File: src/rtl/mmio_rf_pkg.sv
package mmio_rf_pkg;

    localparam int HDR_W  = 28;
    localparam int TAG_W  = 9;
    localparam int DWA_W  = 16;
    localparam int QWA_W  = DWA_W - 1;
    localparam int REG_W  = 64;
    localparam int HALF_W = REG_W / 2;

    typedef enum logic [1:0] {
        SZ_DWORD = 2'd0,
        SZ_QWORD = 2'd1,
        SZ_LINE  = 2'd2,
        SZ_RSVD  = 2'd3
    } size_e;

    typedef struct packed {
        logic [QWA_W-1:0] qw_idx;
        logic             hi_half;
        size_e            size;
        logic [TAG_W-1:0] tag;
        logic             misalign;
    } req_dec_t;

    typedef struct packed {
        logic             valid;
        logic [TAG_W-1:0] tag;
        logic [REG_W-1:0] data;
    } rsp_t;

endpackage

File: src/rtl/mmio_hdr_decode.sv
module mmio_hdr_decode
    import mmio_rf_pkg::*;
(
    input  logic [HDR_W-1:0] hdr,
    output req_dec_t         dec
);

    localparam int TAG_LSB  = 0;
    localparam int SIZE_LSB = 10;
    localparam int DWA_LSB  = 12;

    logic [DWA_W-1:0] dw_addr;

    always_comb begin
        dw_addr      = hdr[DWA_LSB +: DWA_W];
        dec.qw_idx   = dw_addr[DWA_W-1:1];
        dec.hi_half  = dw_addr[0];
        dec.size     = size_e'(hdr[SIZE_LSB +: 2]);
        dec.tag      = hdr[TAG_LSB +: TAG_W];
        dec.misalign = (dec.size == SZ_QWORD) && dw_addr[0];
    end

endmodule

File: src/rtl/mmio_reg_bank.sv
module mmio_reg_bank
    import mmio_rf_pkg::*;
#(
    parameter int NUM_REGS = 4
) (
    input  logic                           clk,
    input  logic                           rst,
    input  logic                           rd_valid,
    input  logic                           wr_valid,
    input  req_dec_t                       dec,
    input  logic [REG_W-1:0]               wdata,
    output logic [NUM_REGS-1:0][REG_W-1:0] regs,
    output logic                           err
);

    logic [NUM_REGS-1:0][REG_W-1:0] regs_d, regs_q;
    logic                           err_d, err_q;

    for (genvar i = 0; i < NUM_REGS; i++) begin : g_reg
        logic sel;

        always_comb begin
            sel       = wr_valid && (dec.qw_idx == QWA_W'(i));
            regs_d[i] = regs_q[i];
            if (sel && dec.size == SZ_DWORD) begin
                if (dec.hi_half) regs_d[i][REG_W-1:HALF_W] = wdata[HALF_W-1:0];
                else             regs_d[i][HALF_W-1:0]     = wdata[HALF_W-1:0];
            end else if (sel && dec.size == SZ_QWORD && !dec.misalign) begin
                regs_d[i] = wdata;
            end
        end

        always_ff @(posedge clk) begin
            if (rst) regs_q[i] <= '0;
            else     regs_q[i] <= regs_d[i];
        end
    end

    always_comb begin
        err_d = err_q | ((rd_valid | wr_valid) & dec.misalign);
    end

    always_ff @(posedge clk) begin
        if (rst) err_q <= 1'b0;
        else     err_q <= err_d;
    end

    assign regs = regs_q;
    assign err  = err_q;

endmodule

File: src/rtl/mmio_rd_mux.sv
module mmio_rd_mux
    import mmio_rf_pkg::*;
#(
    parameter int               NUM_REGS = 4,
    parameter int               STAT_QW  = 8,
    parameter int               ID_QW    = 16,
    parameter logic [REG_W-1:0] ID_LO    = 64'h5A17_C0DE_0000_0001,
    parameter logic [REG_W-1:0] ID_HI    = 64'h0000_0000_F00D_BEEF
) (
    input  req_dec_t                       dec,
    input  logic [NUM_REGS-1:0][REG_W-1:0] regs,
    input  logic                           err,
    output logic [REG_W-1:0]               rd_data
);

    logic [REG_W-1:0] qword;

    always_comb begin
        qword = '0;
        for (int i = 0; i < NUM_REGS; i++) begin
            if (dec.qw_idx == QWA_W'(i)) qword = regs[i];
        end
        if (dec.qw_idx == QWA_W'(STAT_QW))   qword = {{(REG_W-1){1'b0}}, err};
        if (dec.qw_idx == QWA_W'(ID_QW))     qword = ID_LO;
        if (dec.qw_idx == QWA_W'(ID_QW + 1)) qword = ID_HI;

        unique case (dec.size)
            SZ_DWORD: rd_data = {{HALF_W{1'b0}},
                                 dec.hi_half ? qword[REG_W-1:HALF_W] : qword[HALF_W-1:0]};
            SZ_QWORD: rd_data = dec.misalign ? '0 : qword;
            default:  rd_data = '0;
        endcase
    end

endmodule

File: src/rtl/mmio_regfile_resp.sv
module mmio_regfile_resp
    import mmio_rf_pkg::*;
#(
    parameter int               NUM_REGS = 4,
    parameter int               WDATA_W  = 512,
    parameter int               STAT_QW  = 8,
    parameter int               ID_QW    = 16,
    parameter logic [REG_W-1:0] ID_LO    = 64'h5A17_C0DE_0000_0001,
    parameter logic [REG_W-1:0] ID_HI    = 64'h0000_0000_F00D_BEEF
) (
    input  logic               clk,
    input  logic               rst,
    input  logic               rd_valid,
    input  logic               wr_valid,
    input  logic [HDR_W-1:0]   hdr,
    input  logic [WDATA_W-1:0] wdata,
    output logic               rsp_valid,
    output logic [TAG_W-1:0]   rsp_tag,
    output logic [REG_W-1:0]   rsp_data
);

    req_dec_t                       dec;
    logic [NUM_REGS-1:0][REG_W-1:0] regs;
    logic                           err_flag;
    logic [REG_W-1:0]               rd_data;
    rsp_t                           rsp_d, rsp_q;
    logic                           unused_bits;

    assign unused_bits = ^{wdata[WDATA_W-1:REG_W], hdr[9]};

    mmio_hdr_decode u_dec (
        .hdr (hdr),
        .dec (dec)
    );

    mmio_reg_bank #(
        .NUM_REGS (NUM_REGS)
    ) u_bank (
        .clk      (clk),
        .rst      (rst),
        .rd_valid (rd_valid),
        .wr_valid (wr_valid),
        .dec      (dec),
        .wdata    (wdata[REG_W-1:0]),
        .regs     (regs),
        .err      (err_flag)
    );

    mmio_rd_mux #(
        .NUM_REGS (NUM_REGS),
        .STAT_QW  (STAT_QW),
        .ID_QW    (ID_QW),
        .ID_LO    (ID_LO),
        .ID_HI    (ID_HI)
    ) u_mux (
        .dec     (dec),
        .regs    (regs),
        .err     (err_flag),
        .rd_data (rd_data)
    );

    always_comb begin
        rsp_d.valid = rd_valid;
        rsp_d.tag   = rd_valid ? dec.tag : '0;
        rsp_d.data  = rd_valid ? rd_data : '0;
    end

    always_ff @(posedge clk) begin
        if (rst) rsp_q <= '0;
        else     rsp_q <= rsp_d;
    end

    assign rsp_valid = rsp_q.valid;
    assign rsp_tag   = rsp_q.tag;
    assign rsp_data  = rsp_q.data;

endmodule

File: config.mk
export PLATFORM = sky130hd
export DESIGN_NAME = mmio_regfile_resp
export DESIGN_NICKNAME = d
export VERILOG_FILES = /design/src/rtl/mmio_rf_pkg.sv /design/src/rtl/mmio_hdr_decode.sv /design/src/rtl/mmio_reg_bank.sv /design/src/rtl/mmio_rd_mux.sv /design/src/rtl/mmio_regfile_resp.sv
export SDC_FILE = /design/constraint.sdc
export NUM_CORES = 1
export LEC_CHECK = 0
export ABC_AREA = 1
export BUFFER_PORTS_ARGS = -buffer_cell sky130_fd_sc_hd__buf_2
export CAP_MARGIN = 30
export CORE_AREA = 2 2 242 244
export CTS_BUF_LIST = sky130_fd_sc_hd__clkbuf_4 sky130_fd_sc_hd__clkbuf_8 sky130_fd_sc_hd__clkbuf_16
export CTS_CLUSTER_DIAMETER = 50
export DETAILED_ROUTE_END_ITERATION = 7
export DIE_AREA = 0 0 244 246
export GPL_TIMING_DRIVEN = 0
export PLACE_DENSITY = 0.59
export SLEW_MARGIN = 5
export SYNTH_ARGS = -nofsm -noshare
export SYNTH_HDL_FRONTEND = slang
export SYNTH_SLANG_ARGS = --single-unit
File: constraint.sdc
create_clock -name clk -period 1.75 [get_ports clk]
set_clock_uncertainty 0.05 [all_clocks]
set_input_delay 0.35 -clock clk [delete_from_list [all_inputs] [get_ports clk]]
set_output_delay 0.35 -clock clk [all_outputs]
set_load 0.05 [all_outputs]
==> results.sh, run 1 <==
export IMPL_track_usage_pct=22.1
export IMPL_synth_seq_cells=331
export IMPL_grt_remaining_overflow=0
export IMPL_fmax_mhz=573
export IMPL_port_buffers=166
export IMPL_drc=0
export IMPL_clock_path_buffers=3
export IMPL_grt_pass1_vias=15300
export IMPL_syn_area_per_cell_sq_um=6.91
export IMPL_antenna_found_initial=20
export IMPL_die_area_sq_mm=0.0600
export IMPL_syn_area_sq_mm=0.0156
export IMPL_clk_pin_slew_worst_paths_ns=0.06
export IMPL_die_x_um=244
export IMPL_ir_drop_uv=589
export IMPL_avgRoutedWirePerCell_um=20.9
export IMPL_final_util_pct=35.3
export IMPL_grt_pass1_wl_mm=99.3
export IMPL_final_max_slew_viol_count=0
export IMPL_htreeDepth=2
export IMPL_yosysUniqueCellTypes=36
export IMPL_hold_viol=0
export IMPL_layout_commonest_cell="dfxtp_1"
export IMPL_multi_input_area_sq_mm=0.00793
export IMPL_slew_headroom_pct=37.9
export IMPL_coreArea_sq_mm=0.0574
export IMPL_setup_slack_ns=0.00485
export IMPL_ys_top_cells_by_area="dfxtp_1, o21ai_0, nand2_1"
export IMPL_worstSetupPathType="in -> reg"
export IMPL_seq_area_frac_synth_pct=42.4
export IMPL_hpwlAfterDp_mm=53.4
export IMPL_setup_viol=0
export IMPL_worstMarginPinSlew_ns=0.931
export IMPL_timing_critical_path_to_type="register"
export IMPL_synth_top_area_share_pct=42.4
export IMPL_post_place_ws_ns=-1.05
export IMPL_final_layout_size_suffix_gt1_share_pct=23.0
export IMPL_gp_congestion=0.982
export IMPL_yosys_area_top_type="dfxtp_1"
export IMPL_drv_cap=0
export IMPL_status="completed"
export IMPL_cts_made_buffers=39
export IMPL_final_cell_mix="dfxtp_1, nand2_1, nor2_1, a21oi_1"
export IMPL_vias=16800
export IMPL_crit_required_ns=2.17
export IMPL_viasPerCell=5.04
export IMPL_syn_nets=2808
export IMPL_wl_mm=69.4
export IMPL_p_leak_nw=9.12
export IMPL_area_growth_pct=29.6
export IMPL_path_max_fanout=10
export IMPL_p_total_w=0.0173
export IMPL_fin_crit_ns=1.75
export IMPL_post_dp_cell_area_sq_mm=0.0176
export IMPL_regArea_sq_mm=0.00663
export IMPL_cts_root_buf="clkbuf_16"
export IMPL_regToRegSetupSlack_ns=0.33
export IMPL_finalCritPeriodShare_pct=99.7
export IMPL_cts_tree="yes"
export IMPL_syn_inst=2264
export IMPL_worstSetupStartpointType="input port"
export IMPL_rsz0062_at_grt="true"
export IMPL_nets=3070
export IMPL_fillers=6167
export IMPL_cp_arrival_ns=2.17
export IMPL_hp_class="in -> reg"
export IMPL_powerDensity_mw_per_mm2=853
export IMPL_final_area_sq_mm=0.0203
export IMPL_ant_nets=0
export IMPL_drt_iter0_drc=1846
export IMPL_io_pins=618
export IMPL_die_h_um=246
export IMPL_drt_pass1_iterations=6
export IMPL_start_util_pct=27.3
export IMPL_grt_max_degree=16
export IMPL_clk_latency_ns=0.55
export IMPL_ys_warnings_count=0
export IMPL_cts_num_sinks=331
export IMPL_row_count=88
## power by group
group	total (W)	internal [W]	switching, W
combinational	0.00116	0.000305	0.000860
clock	0.00856	0.00505	0.00351
sequential	0.00755	0.00755	0.00000395
total	0.0173	0.0129	0.00437
## repair_timing
action,in CTS,in global routing
cloned,2,3
setup endpoints to repair,291,298
gates resized for setup,134,218
endpoints found under the hold margin,9,0
pin swaps,30,40
buffers inserted,29,15
hold buffers,9,0
## final cells by class
cell class              instances  share of cell area (%)
multi-input cells            1543                    39.1
flip-flops and latches        331                    32.7
inverters                     225                    4.32
diodes                         11                   0.136
clock buffers                  46                    5.14
clock inverters                23                    1.42
repair buffers                221                    7.14
well taps                     765                    4.72
plain buffers                 165                    5.30
## path summary, 6_finish.rpt
check	from	cells past startpoint	endpoint
hold / removal	wdata[9]	3	u_bank.regs[169]
hold reg to reg	u_bank.regs[60]	2	u_bank.regs[60]
setup / recovery	hdr[27]	13	rsp_data[22]
setup reg to reg	u_bank.regs[39]	8	rsp_data[7]
## state kept, by name, summed over array words and instances (netlist names)
register     flops
rsp_data        64
rsp_tag          9
rsp_valid        1
u_bank.err       1
u_bank.regs    256
## cell usage after synthesis
cell type,count
nor4_1,1
clkbuf_1,89
a21oi_1,270
inv_1,215
o21ai_1,130
buf_2,48
o21ai_4,2
buf_6,4
nand2_1,371
buf_1,11
nand4_1,21
clkinv_1,3
nand2_2,4
buf_4,15
nor2_2,3
nor2_1,310
nand3b_1,1
nand3b_4,1
nor3_4,3
or2_2,10
inv_2,6
o21ai_0,281
a211oi_2,28
o211ai_1,37
clkinv_2,1
nand4_2,1
nand3_2,2
nand2_4,1
o21ai_2,2
nand4_4,1
nor3_1,1
dfxtp_1,331
nor2_8,2
nand3_1,51
nor2_4,3
a211oi_1,4
## cell families after synthesis
group                  Yosys count  synth area share, %
flip-flops                     331                 42.4
buffers and inverters          392                 10.4
AND/OR/NAND/NOR                787                 20.9
AO/OA/AOI/OAI                  754                 26.3
## critical path, stage by stage
cell,delay (ns)
buf_2,0.11
nor2_4,0.11
nand2_4,0.08
nor2_8,0.20
buf_4,0.16
nand3b_4,0.11
buf_6,0.19
clkbuf_8,0.20
nand4_1,0.21
nand2_1,0.15
nand2_1,0.09
nand2_1,0.06
a21oi_2,0.14
## through the flow
stage | hold slack (ns) | setup TNS (ns) | cells
final | 0.0410 | 0 | 3330
after global routing | 0.0561 | -0.391 | 3321
after CTS | 0.0297 | -0.0106 | 3302
after detailed placement | 0.390 | -246.42 | 3195
after global placement | 0.386 | -247.41 | 3195
after floorplan | 0.375 | -2.95 | 2264
## per-layer routing
| metal | track usage (%) | share of wire, % | wire length [um] | up-vias |
|---|---|---|---|---|
| met1 | 28.7 | 40 | 28100 | 7747 |
| met2 | 34.9 | 43 | 30100 | 857 |
| met3 | 5.61 | 11 | 7750 | 189 |
| met5 | 0 | 0.15 | 103 | - |
| met4 | 9.11 | 5.0 | 3440 | 18 |
| li1 | - | - | - | 7976 |
No activity file was read; power rests on OpenSTA's default activity.
==> run 2: changes to the inputs <==
==> constraint.sdc (replaced) <==
create_clock -name clk -period 1.75 [get_ports clk]
set_clock_uncertainty 0.05 [all_clocks]
set_input_delay 0.0875 -clock clk [delete_from_list [all_inputs] [get_ports clk]]
set_output_delay 0.0875 -clock clk [all_outputs]
set_load 0.05 [all_outputs]
==> run 2 against run 1 <==
Net effect:
- the run now ends with negative hold slack left
- sequential cell count did not move
- power rose by 3.8%
- critical endpoint is now rsp_data[27]
- core utilization fell by 0.43 points
- global-route usage fell by 0.18 points
- count of clock-buffer cells in the layout rose by 7
==> results.sh, run 2 (synthesized netlist as in run 1, its figures left out) <==
export IMPL_hold_viol=1
export IMPL_fillers=6182
export IMPL_port_buffers=166
export IMPL_hp_class="in -> reg"
export IMPL_gp_congestion=0.972
export IMPL_largest_register_ffs=256
export IMPL_die_area_sq_mm=0.0600
export IMPL_io_pins=618
export IMPL_path_max_fanout=10
export IMPL_grt_pass1_wl_mm=98.9
export IMPL_hold_ws_ns=-0.0110
export IMPL_timing_critical_path_to_type="register"
export IMPL_worst_path_buf_inv=3
export IMPL_fin_crit_ns=1.71
export IMPL_worstSetupPathType="in -> reg"
export IMPL_crit_required_ns=2.15
export IMPL_final_area_sq_mm=0.0200
export IMPL_dp_cells=3195
export IMPL_p_leak_nw=9.02
export IMPL_htreeDepth=2
export IMPL_drc=0
export IMPL_track_usage_pct=21.9
export IMPL_grt_max_degree=20
export IMPL_setup_viol=0
export IMPL_drt_iter0_drc=1903
export IMPL_cts_num_sinks=331
export IMPL_crit_chain="buf_2 > nor2_1 > nand2_2 > inv_6 > nand3_4 > clkbuf_2 > o21ai_0 > nor2_1 > o21ai_0 > nand2_1 > a21oi_1"
export IMPL_wl_mm=68.2
export IMPL_worstSetupStartpointType="input port"
export IMPL_ant_nets=0
export IMPL_status="complete, but fails checks"
export IMPL_clock_path_buffers=3
export IMPL_critical_path_top_delay_family="compound AO/OA/AOI/OAI gates"
export IMPL_final_cells=3369
export IMPL_grt_pass1_vias=15200
export IMPL_coreArea_sq_mm=0.0574
export IMPL_worstMarginPinSlew_ns=0.831
export IMPL_nets=3112
export IMPL_drt_pass1_iterations=6
export IMPL_cts_tree="yes"
export IMPL_rsz0062_at_grt="true"
export IMPL_grt_remaining_overflow=0
export IMPL_final_cell_mix="nand2_1, dfxtp_1, nor2_1, a21oi_1, o21ai_0"
export IMPL_finalSetupTns_ns=0
export IMPL_antenna_found_initial=7
export IMPL_final_util_pct=34.9
export IMPL_hpwlAfterDp_mm=53.2
export IMPL_cts_root_buf="clkbuf_16"
export IMPL_finalCritPeriodShare_pct=97.5
export IMPL_powerDensity_mw_per_mm2=896
export IMPL_final_layout_size_suffix_gt1_share_pct=17.0
export IMPL_drv_cap=0
export IMPL_viasPerCell=4.99
export IMPL_vias=16800
export IMPL_layout_commonest_cell="nand2_1"
export IMPL_area_growth_pct=28.0
export IMPL_avgRoutedWirePerCell_um=20.2
export IMPL_ir_drop_uv=584
export IMPL_die_h_um=246
export IMPL_row_count=88
export IMPL_cts_made_buffers=40
export IMPL_clk_latency_ns=0.56
export IMPL_fmax_mhz=586
export IMPL_cp_slowest_cell="o21ai_0"
export IMPL_slew_headroom_pct=44.6
export IMPL_violations="negative hold slack"
export IMPL_slowest_delay_ns=0.35
export IMPL_post_dp_cell_area_sq_mm=0.0174
export IMPL_cp_arrival_ns=2.11
export IMPL_final_max_slew_viol_count=0
export IMPL_die_x_um=244
export IMPL_clk_pin_slew_worst_paths_ns=0.06
export IMPL_start_util_pct=27.3
-- run 2: cell count changes in the layout (fill, tap and decap cells not counted), moves of 14 or more --
cell           previous run  this run
a21oi_1                 254       268
a21oi_2                  16         2
buf_2                   196       213
buf_4                    56        35
buf_6                    21         4
clkbuf_1                 38        71
clkbuf_2                 33        13
dlygate4sd3_1             9        78
nand2_1                 327       368
nand2_2                  36         6
o21ai_0                 212       250
o21ai_1                 182       151
-- run 2: per-stage QoR --
stage | power [W] | setup slack [ns]
2_1_floorplan | 0.00825 | 0.101
3_3_place_gp | 0.00875 | -1.13
3_5_place_dp | 0.00875 | -1.10
4_1_cts | 0.0179 | -0.00712
5_1_grt | 0.0184 | -0.00652
6_report | 0.0179 | 0.0431
-- run 2: power by group --
group / total [W] / internal [W] / switching (W) / leakage, nW
logic: 0.00122 / 0.000371 / 0.000851 / 5.66
clock network: 0.00915 / 0.00556 / 0.00360 / 0.700
registers: 0.00755 / 0.00755 / 0.00000382 / 2.67
total: 0.0179 / 0.0135 / 0.00445 / 9.02
-- run 2: repair_timing --
| item | CTS | global route |
|---|---|---|
| setup endpoints to repair | 171 | 153 |
| hold buffers | 79 | 0 |
| cloned | 0 | 0 |
| hold endpoints to repair | 205 | 0 |
| gates resized for setup | 37 | 73 |
| setup buffers | 4 | 14 |
| pin swaps | 1 | 9 |
-- run 2: worst reg2reg max path, cell delays in order, from the launching register on --
cell and delay (ns):
dfxtp_1 0.29, inv_1 0.06, nor2_1 0.05, nor2_1 0.28, nand2_1 0.17, nand2_1 0.14
nand2_1 0.06, a21oi_1 0.20, nor2_1 0.07
-- run 2: final timing paths --
check	startpoint	endpoint	slack (ns)	cells after the start
worst max-delay path	hdr[20]	rsp_data[27]	0.04	11
worst min register to register	u_bank.regs[59]	u_bank.regs[59]	0.40	2
worst min-delay path	hdr[18]	rsp_data[50]	-0.01	4
worst max register to register	u_bank.regs[50]	rsp_data[18]	0.25	8
-- run 2: area by class of cell --
type	instances	area, sq um	area share (%)
Timing Repair Buffer	263	1780	8.92
Inverter	225	862	4.31
Sequential cell	331	6630	33.1
Clock inverter	20	297	1.48
Tap cell	765	957	4.78
Buffer	166	818	4.09
Clock buffer	53	1150	5.73
Antenna cell	5	12.5	0.0625
Multi-Input combinational cell	1541	7510	37.5
-- run 2: per-layer routing --
layer	up-vias	share of wire, %	routed length, um	track usage (%)
li1	8031	-	-	-
met1	7672	42	28900	29.8
met2	952	43	29400	34.0
met3	145	10	6990	4.35
met4	4	4.1	2820	8.54
met5	-	0.16	107	1.14
